===== config.mk =====
export PLATFORM = sky130hd
export DESIGN_NAME = mpu_region_check
export DESIGN_NICKNAME = d
export VERILOG_FILES = /design/src/rtl/mpu_pkg.sv /design/src/rtl/mpu_region_match.sv /design/src/rtl/mpu_ctrl.sv /design/src/rtl/mpu_dp.sv /design/src/rtl/mpu_region_check.sv
export SDC_FILE = /design/constraint.sdc
export NUM_CORES = 2
export LEC_CHECK = 0
export ABC_AREA = 1
export BUFFER_PORTS_ARGS = -buffer_cell sky130_fd_sc_hd__buf_2
export CORE_MARGIN = 2
export CORE_UTILIZATION = 35
export CTS_CLUSTER_DIAMETER = 60
export DETAILED_ROUTE_END_ITERATION = 8
export PLACE_DENSITY = 0.6
export SLEW_MARGIN = 20
export SYNTH_ARGS = -nofsm -noshare
export SYNTH_HDL_FRONTEND = slang
export SYNTH_SLANG_ARGS = --single-unit

===== constraint.sdc =====
create_clock -name clk -period 7.4 [get_ports clk]
set_clock_uncertainty 0.2 [all_clocks]
set_input_delay 1.48 -clock clk [delete_from_list [all_inputs] [get_ports clk]]
set_output_delay 1.48 -clock clk [all_outputs]
set_load 0.005 [all_outputs]

===== src/rtl/mpu_pkg.sv =====
package mpu_pkg;
  localparam int MAX_IDX_W = 5;
  localparam logic [4:0] FAULT_NONE = 5'h00;
  localparam logic [4:0] FAULT_PERM = 5'h0D;

  typedef enum logic [1:0] {
    SEL_BASE = 2'd0,
    SEL_SIZE = 2'd1,
    SEL_ACC  = 2'd2,
    SEL_NONE = 2'd3
  } cfgSel_e;

  // Strobes from control to datapath
  typedef struct packed {
    logic                 baseWe;
    logic                 sizeWe;
    logic                 accWe;
    logic [MAX_IDX_W-1:0] idx;
  } wrStrobe_t;

  // Search result from datapath to control
  typedef struct packed {
    logic       anyHit;
    logic [2:0] hitPerm;
    logic [2:0] defPerm;
  } dpStat_t;
endpackage


===== src/rtl/mpu_region_match.sv =====
module mpu_region_match (
  input  logic [31:0] base,
  input  logic        en,
  input  logic [4:0]  sizeN,
  input  logic [7:0]  srDis,
  input  logic [31:0] addr,
  output logic        hit
);
  logic [5:0]  expo;
  logic [5:0]  subShift;
  logic [31:0] lowMask;
  logic [31:0] offs;
  logic [2:0]  subIdx;
  logic        aligned;
  logic        inRange;
  logic        subOff;

  always_comb begin
    expo     = {1'b0, sizeN} + 6'd1;
    lowMask  = ~(32'hFFFF_FFFF << expo);
    offs     = addr - base;
    subShift = expo - 6'd3;
    subIdx   = 3'(offs >> subShift);
    aligned  = (base & lowMask) == 32'd0;
    inRange  = (addr & ~lowMask) == base;
    subOff   = (expo >= 6'd8) && srDis[subIdx];
    hit      = en && (sizeN != 5'd0) && aligned && inRange && !subOff;
  end
endmodule


===== src/rtl/mpu_ctrl.sv =====
module mpu_ctrl
  import mpu_pkg::*;
#(
  parameter int NUM_REGIONS = 8,
  parameter int IDX_W = 3
) (
  input  logic             cfgWe,
  input  logic [IDX_W-1:0] cfgIdx,
  input  logic [1:0]       cfgSel,
  input  logic [1:0]       reqType,
  input  logic             reqPriv,
  input  logic             unitEn,
  input  logic             bgEn,
  input  dpStat_t          dpStat,
  output wrStrobe_t        wrStb,
  output logic             allow,
  output logic [4:0]       faultStatus,
  output logic [2:0]       perm
);
  logic       idxOk;
  logic       bgFault;
  logic [2:0] needBit;

  always_comb begin
    idxOk        = 32'(cfgIdx) < NUM_REGIONS;
    wrStb.idx    = MAX_IDX_W'(cfgIdx);
    wrStb.baseWe = cfgWe && idxOk && (cfgSel == SEL_BASE);
    wrStb.sizeWe = cfgWe && idxOk && (cfgSel == SEL_SIZE);
    wrStb.accWe  = cfgWe && idxOk && (cfgSel == SEL_ACC);
  end

  always_comb begin
    bgFault = 1'b0;
    if (!unitEn)             perm = dpStat.defPerm;
    else if (dpStat.anyHit)  perm = dpStat.hitPerm;
    else if (!reqPriv || !bgEn) begin
      bgFault = 1'b1;
      perm    = 3'b000;
    end
    else                     perm = dpStat.defPerm;

    case (reqType)
      2'd0:    needBit = 3'b001;
      2'd1:    needBit = 3'b010;
      2'd2:    needBit = 3'b100;
      default: needBit = 3'b000;
    endcase

    allow = !bgFault && ((perm & needBit) != 3'b000);
    if (allow || bgFault) faultStatus = FAULT_NONE;
    else                  faultStatus = FAULT_PERM;
  end
endmodule


===== src/rtl/mpu_dp.sv =====
module mpu_dp
  import mpu_pkg::*;
#(
  parameter int NUM_REGIONS = 8
) (
  input  logic        clk,
  input  logic        rstN,
  input  wrStrobe_t   wrStb,
  input  logic [31:0] cfgData,
  input  logic [31:0] reqAddr,
  input  logic        reqPriv,
  input  logic        hiVec,
  output dpStat_t     dpStat
);
  logic [NUM_REGIONS-1:0] hitVec;
  logic [3:0]             accVec [NUM_REGIONS];
  logic [3:0]             selAcc;
  logic                   anyHit;

  for (genvar g = 0; g < NUM_REGIONS; g++) begin : g_region
    logic [31:0] baseQ;
    logic [13:0] sizeQ;   // {srDis[7:0], sizeN[4:0], en}
    logic [3:0]  accQ;    // {xn, ap[2:0]}
    logic        selMe;

    assign selMe = wrStb.idx == MAX_IDX_W'(g);

    always_ff @(posedge clk or negedge rstN) begin
      if (!rstN) begin
        baseQ <= '0;
        sizeQ <= '0;
        accQ  <= '0;
      end else if (selMe) begin
        if (wrStb.baseWe) baseQ <= cfgData;
        if (wrStb.sizeWe) sizeQ <= {cfgData[15:8], cfgData[5:0]};
        if (wrStb.accWe)  accQ  <= {cfgData[12], cfgData[10:8]};
      end
    end

    mpu_region_match u_match (
      .base  (baseQ),
      .en    (sizeQ[0]),
      .sizeN (sizeQ[5:1]),
      .srDis (sizeQ[13:6]),
      .addr  (reqAddr),
      .hit   (hitVec[g])
    );

    assign accVec[g] = accQ;
  end

  // Later (higher) index overrides earlier
  always_comb begin
    anyHit = 1'b0;
    selAcc = '0;
    for (int i = 0; i < NUM_REGIONS; i++) begin
      if (hitVec[i]) begin
        anyHit = 1'b1;
        selAcc = accVec[i];
      end
    end
  end

  function automatic logic [2:0] decodeAp(input logic [2:0] ap, input logic priv);
    logic [2:0] p;
    if (priv) begin
      case (ap)
        3'd1, 3'd2, 3'd3: p = 3'b111;
        3'd5, 3'd6:       p = 3'b101;
        default:          p = 3'b000;
      endcase
    end else begin
      case (ap)
        3'd3:       p = 3'b111;
        3'd2, 3'd6: p = 3'b101;
        default:    p = 3'b000;
      endcase
    end
    return p;
  endfunction

  logic [2:0] apPerm;
  logic       defExec;

  always_comb begin
    apPerm         = decodeAp(selAcc[2:0], reqPriv);
    dpStat.anyHit  = anyHit;
    dpStat.hitPerm = {apPerm[2] & ~selAcc[3], apPerm[1:0]};
    defExec        = !reqAddr[31] || ((reqAddr[31:28] == 4'hF) && hiVec);
    dpStat.defPerm = {defExec, 2'b11};
  end
endmodule


===== src/rtl/mpu_region_check.sv =====
module mpu_region_check
  import mpu_pkg::*;
#(
  parameter int NUM_REGIONS = 8,
  localparam int IDX_W = (NUM_REGIONS > 1) ? $clog2(NUM_REGIONS) : 1
) (
  input  logic             clk,
  input  logic             rstN,
  input  logic             cfgWe,
  input  logic [IDX_W-1:0] cfgIdx,
  input  logic [1:0]       cfgSel,
  input  logic [31:0]      cfgData,
  input  logic [31:0]      reqAddr,
  input  logic [1:0]       reqType,
  input  logic             reqPriv,
  input  logic             unitEn,
  input  logic             bgEn,
  input  logic             hiVec,
  output logic             allow,
  output logic [4:0]       faultStatus,
  output logic [2:0]       perm
);
  wrStrobe_t wrStb;
  dpStat_t   dpStat;

  mpu_ctrl #(.NUM_REGIONS(NUM_REGIONS), .IDX_W(IDX_W)) u_ctrl (
    .cfgWe       (cfgWe),
    .cfgIdx      (cfgIdx),
    .cfgSel      (cfgSel),
    .reqType     (reqType),
    .reqPriv     (reqPriv),
    .unitEn      (unitEn),
    .bgEn        (bgEn),
    .dpStat      (dpStat),
    .wrStb       (wrStb),
    .allow       (allow),
    .faultStatus (faultStatus),
    .perm        (perm)
  );

  mpu_dp #(.NUM_REGIONS(NUM_REGIONS)) u_dp (
    .clk     (clk),
    .rstN    (rstN),
    .wrStb   (wrStb),
    .cfgData (cfgData),
    .reqAddr (reqAddr),
    .reqPriv (reqPriv),
    .hiVec   (hiVec),
    .dpStat  (dpStat)
  );
endmodule


## After elaboration in Yosys (flattened, before gate mapping)

Index checks and enable logic that the tools add are counted.

- Flip-flop bits (word level): 400
- Latch bits: 0
- RAM bits: 0
- Memories: 0
- Input port bits: 78
- Output and inout bits: 9
- Bits in read-only memories: 0

- $lt $le $gt $ge: 16
- Div/mod/pow operators: 0
- Eq/ne operators: 25
- $mul: 0
- Bitwise gates (word level): 35
- Shifts and indexed selects: 16
- Reduce and logical (&&, ||, !) cells: 107
- Muxes and demuxes: 43
- $add $sub $neg: 24

Operator list:

| kind | count |
|---|---|
| $and 32x32->32 | 16 |
| $not 32->32 | 16 |
| $eq 32x32->1 | 8 |
| $logic_not 32->1 | 8 |
| $shl 32x6->32 const A | 8 |
| $shr 32x6->3 | 8 |
| $sub 32x32->32 | 8 |
| $add 5x1->6 const B | 8 |
| $ge 6x4->1 const B | 8 |
| $reduce_and 2->1 | 24 |
| $sub 6x2->6 const B | 8 |
| $logic_and 1x1->1 | 45 |
| $reduce_bool 5->1 | 8 |
| $mux 4 | 9 |
| $lt 3x4->1 const B | 8 |
| $bmux 1 s3 | 8 |
| $mux 1 | 19 |
| $eq 3x3->1 const B | 6 |
| $eq 3x2->1 const B | 4 |
| $logic_not 1->1 | 12 |
| $mux 3 | 4 |
| $pmux 3 s2 | 2 |
| $pmux 3 s3 | 1 |
| $eq 3x1->1 const B | 2 |
| other kinds (12) | 18 |

## Logic depth before layout (Yosys ltp)

- Word-level depth: 28
- Mapped depth: 44

## Hierarchy

Synthesis repeated with hierarchy kept, for this count alone.

- Cell total of the unflattened synthesis: 9312
- Area total of the unflattened synthesis: 53632.7 um^2

Modules (own cells, without submodules):

| module | cells an instance | times used | area an instance (um^2) | sequential area each (um^2) |
|---|---|---|---|---|
| mpu_region_match (u_dp.g_region[3].u_match ...) | 978 | 5 | 4819.6 | 0.0 |
| mpu_dp | 1442 | 1 | 14664.1 | 10009.6 |
| mpu_region_match (u_dp.g_region[1].u_match ...) | 977 | 2 | 4883.4 | 0.0 |
| mpu_region_match (u_dp.g_region[0].u_match) | 985 | 1 | 4884.7 | 0.0 |
| mpu_ctrl | 41 | 1 | 219.0 | 0.0 |

## Worst setup path before layout

Ideal clock, no wire load.

- Kind: input-to-output
- Start: in reqAddr[0]
- End: out faultStatus[2]
- Arrival: 5.512 ns
- Stages: 41
- Setup slack: 0.208 ns
- Cells stage by stage: clkbuf_1 inv_1 ha_1 fa_1 inv_1 nand2_1 nand2_1 o21ai_1 o21ai_2 nand2_1 nand2_1 xor2_1 nand2_1 nand3_1 o21ai_1 nand2_1 nand3_1 a21oi_2 [... 5 more ...] nand2_2 nand2_1 inv_1 nand2_1 nand2_1 nand2_1 nand2_1 nand2_1 nand2_1 nand2_1 nor2_1 nand2_1 nand3_1 nand2_1 nand2_2 nand3_2 nor2_2 buf_4

- Word-level cells in the longest chain between the ends: 27

Ends and longest elaborated chain:

| element | line | RTL |
|---|---|---|
| from (decl) | mpu_region_check.sv:13 | `input logic [31:0] reqAddr,` |
| $sub 32x32->32 | mpu_region_match.sv:21 | `offs = addr - base;` |
| $shr 32x6->3 | mpu_region_match.sv:23 | `subIdx = 3'(offs >> subShift);` |
| $bmux 1 s3 | mpu_region_match.sv:26 | `subOff = (expo >= 6'd8) && srDis[subIdx];` |
| $mux 1 (not written as such) | mpu_region_match.sv:26 |  |
| $logic_and 1x1->1 | mpu_region_match.sv:26 |  |
| $logic_not 1->1 | mpu_region_match.sv:27 | `hit = en && (sizeN != 5'd0) && aligned && inRange && !subOff;` |
| $logic_and 1x1->1 | mpu_region_match.sv:27 |  |
| $mux 4 (8 in series) | mpu_dp.sv:57 | `if (hitVec[i]) begin` |
| [... 6 more ...] | -- |  |
| $mux 3 (*) | mpu_ctrl.sv:34 | `if (!unitEn) perm = dpStat.defPerm;` |
| via perm[2] | mpu_region_check.sv:21 | `output logic [2:0] perm` |
| $and 3x3->3 (*) | mpu_ctrl.sv:49 | `allow = !bgFault && ((perm & needBit) != 3'b000);` |
| $reduce_bool 3->1 (*) | mpu_ctrl.sv:49 |  |
| $logic_and 1x1->1 (*) | mpu_ctrl.sv:49 |  |
| via allow | mpu_region_check.sv:19 | `output logic allow,` |
| $logic_or 1x1->1 (*) | mpu_ctrl.sv:50 | `if (allow \|\| bgFault) faultStatus = FAULT_NONE;` |
| $mux 4 (*) | mpu_ctrl.sv:50 |  |
| to (decl) | mpu_region_check.sv:20 | `output logic [4:0] faultStatus,` |

Mark *: on every way through the listed nets, which the timed path passes. The rest lies on a longest branch. The select of a mux whose other input is x is not followed.

## Worst setup path in the final report

- Start: reg u_dp.g_region[3].sizeQ[2]
- End: out faultStatus[3]

- Word-level cells in the longest chain between the ends: 25

Ends and longest elaborated chain:

| element | line | RTL |
|---|---|---|
| from (decl) | mpu_dp.sv:22 | `logic [13:0] sizeQ;` |
| from (signal assigned) | mpu_dp.sv:35 | `if (wrStb.sizeWe) sizeQ <= {cfgData[15:8], cfgData[5:0]};` |
| $add 5x1->6 | mpu_region_match.sv:19 | `expo = {1'b0, sizeN} + 6'd1;` |
| $sub 6x2->6 or $shl 32x6->32 (tied branches) | mpu_region_match.sv:22, mpu_region_match.sv:20 |  |
| $shr 32x6->3 or $not 32->32 (tied branches) | mpu_region_match.sv:23, mpu_region_match.sv:20 |  |
| $bmux 1 s3 (tied with other cells) | mpu_region_match.sv:26 |  |
| $mux 1 (not written as such) (tied with other cells) | mpu_region_match.sv:26 |  |
| $logic_and 1x1->1 (tied with other cells) | mpu_region_match.sv:26 |  |
| $logic_not 1->1 or $logic_and 1x1->1 (tied branches) | mpu_region_match.sv:27 |  |
| $logic_and 1x1->1 (*) | mpu_region_match.sv:27 |  |
| [... 9 more ...] | -- |  |
| $and 1x1->1 | mpu_dp.sv:88 | `dpStat.hitPerm = {apPerm[2] & ~selAcc[3], apPerm[1:0]};` |
| $mux 3 | mpu_ctrl.sv:35 | `else if (dpStat.anyHit) perm = dpStat.hitPerm;` |
| $mux 3 | mpu_ctrl.sv:34 |  |
| $and 3x3->3 | mpu_ctrl.sv:49 |  |
| $reduce_bool 3->1 | mpu_ctrl.sv:49 |  |
| $logic_and 1x1->1 | mpu_ctrl.sv:49 |  |
| $logic_or 1x1->1 (*) | mpu_ctrl.sv:50 |  |
| $mux 4 (*) | mpu_ctrl.sv:50 |  |

Every way passes the cells marked *; elsewhere a longest branch is shown, timed or not. The select of a mux whose other input is x is not followed.

==> reports/results.tsv <==
metric	value	unit
crit path time final	7570	ps
global-route wire length before repair	400000	µm
crit path launch type	flip-flop	
Core Region	145000	µm²
die width	386	µm
Worst-Skew Late Latency	670	ps
Max-Cap Viols	0	
maximum clock rate	132	MHz
Seq pwr share	15.5	%
worst-margin pin slew	1280	ps
Max clock buf depth	3	
WP data arrival	5890	ps
Area Growth Syn to Fin	31.8	%
clk sinks	400	
Layout Nets	10100	
max_slew headroom	14.4	%
VDD IR max	200	µV
Async SR Flop Fraction	100	%
predominant post-synthesis flop cell	dfrtp_1	
drt drc	0	
worst reg2reg path depth	4	
vias per inst	5.53	
final WL	280000	µm
CTS tree	built	
CTS H-tree lvls	2	
Inst Count DP	11600	
cts bufs inserted	59	
largest net degree at the start of global routing	162	
kind of critical path	flip-flop to output port	
fin cells	11700	
Final Hold Viols	0	
leading area contributor after synthesis	dfrtp_1	
Yosys cell types	86	
drt first pass iters	8	
CTS Hold Buffers Added	0	
Die ar.	149000	µm²
Crit-path slowest cell	a2111oi_1	
Pint	9.53	mW
CTS clk-pin slew, worst paths	60	ps
Power Density	293	nW/µm²
Psw	10.2	mW
I/O Pins	87	
outcome	finished with violations	
FF-to-FF Start	u_dp.g_region[7].sizeQ[1]	
drt wl/cell	23.9	µm
worst-path fanout max	18	
Clock power frac	15.2	%
IO buf count	84	
Final HPWL DP	220000	µm
violated checks	setup timing	
setup_tns	-886	ps
setup slack, reg-to-reg	5870	ps
initial antenna violation count	34	
Overflow after GRT	0	
Tcrit/Tclk final	102	%
share of layout cells above drive strength 1	20.6	%
fillcell total	15400	
Comb pwr share	69.3	%
most frequent cells in the layout	nand2_1, inv_1, buf_4, nand3_1, nor2_1	
CP Capture Type	output port	
Hold Path Class	flip-flop to flip-flop	
number of synthesized flops with an enable pin	0	
vias in the first global route	60100	
hold worst-path end	u_dp.g_region[5].sizeQ[11]	
total power draw	19.7	mW
switch share	51.6	%
via count	64800	
YS warnings	0	
count of final setup violators	7	
Final WS setup	-168	ps
mean post-synth cell area	5.88	µm²
CTS Root Cell	clkbuf_16	
commonest non-fill, non-tap cell in the layout	nand2_1	
Starting DRT DRC Count	7080	
Leak	33.7	nW
Tot GR Track Use	36.4	%
Max stage delay on crit path	540	ps
row count	140	
most frequent CP cell	nand2_1	
hold wc startpoint	u_dp.g_region[5].sizeQ[11]	
DRT antenna net count	0	
required time of the critical path	5720	ps
Initial Utilization	35.1	%
Reg-to-Reg End	u_dp.g_region[7].sizeQ[1]	
area of the mapped netlist	51000	µm²
Yosys reg bits	400	
register area share after synthesis	19.6	%
Area contributors post-synth	dfrtp_1, nand2_1, nand3_1, inv_1, ha_1	
post-synthesis cell count	8665	
WHS Path Cells	2	
RSZ-0062 raised after global routing	true	
share of the synthesized area in the top cell type	19.6	%
Die Y-Extent	386	µm
final RePlAce weighted congestion	1.06	
Slew Viols, Final	0	
[metrics by stage]
| step | hold slack, ps | worst slack (ps) | instance area (µm²) | utilization, % |
|---|---|---|---|---|
| CTS | 280 | -25.6 | 65600 | 45.2 |
| global route | 302 | -419 | 67100 | 46.3 |
| detailed placement | 266 | -724 | 61900 | 42.7 |
| finish | 279 | -168 | 67200 | 46.3 |
| global placement | 264 | -672 | 61900 | 42.7 |
| floorplan | 244 | 208 | 51000 | - |
[sequential cells by signal (all words and copies together) (netlist names)]
signal               cells
u_dp.g_region.accQ      32
u_dp.g_region.sizeQ    112
u_dp.g_region.baseQ    256
[power by group through the flow]
stage               combinational [mW]  sequential, mW  clock, mW
finish                            13.6            3.05       3.00
global route                      14.8            3.10       3.13
CTS                               12.8            3.03       3.04
detailed placement                12.3            3.06          0
global placement                  12.3            3.06          0
floorplan                         7.42            2.89          0
[worst max-delay path by stage]
stage | startpoint | to | slack, ps
after floorplan | reqAddr[0] | faultStatus[2] | 210
after global placement | reqAddr[1] | faultStatus[0] | -670
after detailed placement | reqAddr[1] | faultStatus[3] | -720
after CTS | reqAddr[0] | faultStatus[3] | -30
after global routing | reqAddr[1] | faultStatus[2] | -420
final | u_dp.g_region[3].sizeQ[2] | faultStatus[3] | -170
[logic make-up after synthesis]
group / count (synthesis) / synth area share, %
AOI/OAI and AO/OA: 1382 / 15.2
xor gates and xnor gates: 278 / 4.95
adders and majority gates: 313 / 7.80
buffers and inverters: 1469 / 11.1
DFF: 400 / 19.6
muxes: 1 / 0.0196
other: 1 / 0.00736
and+or+nand+nor: 4821 / 41.4
[area by class of cell]
cell class | instances | area (µm²) | share of cell area (%)
repair buffers | 1233 | 9930 | 14.8
well taps | 1917 | 2400 | 3.57
diodes | 21 | 52.6 | 0.0782
clock buffers | 75 | 1670 | 2.48
multi-input cells | 6797 | 38000 | 56.6
inverters | 1259 | 4740 | 7.05
clock inverters | 30 | 382 | 0.568
flip-flops and latches | 400 | 10000 | 14.9
[what timing repair did]
action / in CTS / in global routing
gates cloned: 0 / 1
resized for setup: 314 / 346
pin swaps: 109 / 143
setup buffers: 26 / 10
endpoints found under the setup margin: 7 / 7
[critical path: cells and delay by family (launching register included)]
kind / cells / cell delay (ps)
AO/OA/AOI/OAI: 2 / 680
XOR/XNOR: 1 / 360
adder cells (fa/ha/maj): 1 / 250
buffers and inverters: 5 / 1010
flip-flops: 1 / 470
AND/OR/NAND/NOR: 20 / 2390
[per-layer routing]
metal	share of wire [%]	routed length [µm]	GRT usage [%]	vias up
met5	0.0046	13	0.617	-
met4	5.4	15200	17.5	2
met3	9.1	25500	7.46	621
met2	43	120000	55.5	3077
met1	43	119000	48.8	30500
li1	-	-	-	30700
[synthesized netlist by cell type, types with 29 or more instances]
| master | instances |
|---|---|
| nand4_1 | 152 |
| ha_1 | 305 |
| a21oi_1 | 384 |
| o211ai_1 | 54 |
| o21ai_0 | 708 |
| clkbuf_1 | 146 |
| nor2_1 | 734 |
| nor3_1 | 154 |
| dfrtp_1 | 400 |
| xor2_1 | 222 |
| or2_2 | 32 |
| nand3b_1 | 68 |
| xnor2_1 | 46 |
| nor4_1 | 92 |
| inv_1 | 1218 |
| buf_2 | 29 |
| nand2_1 | 2424 |
| inv_2 | 34 |
| nand3_1 | 1031 |
Power figures use the tool's default switching activity.
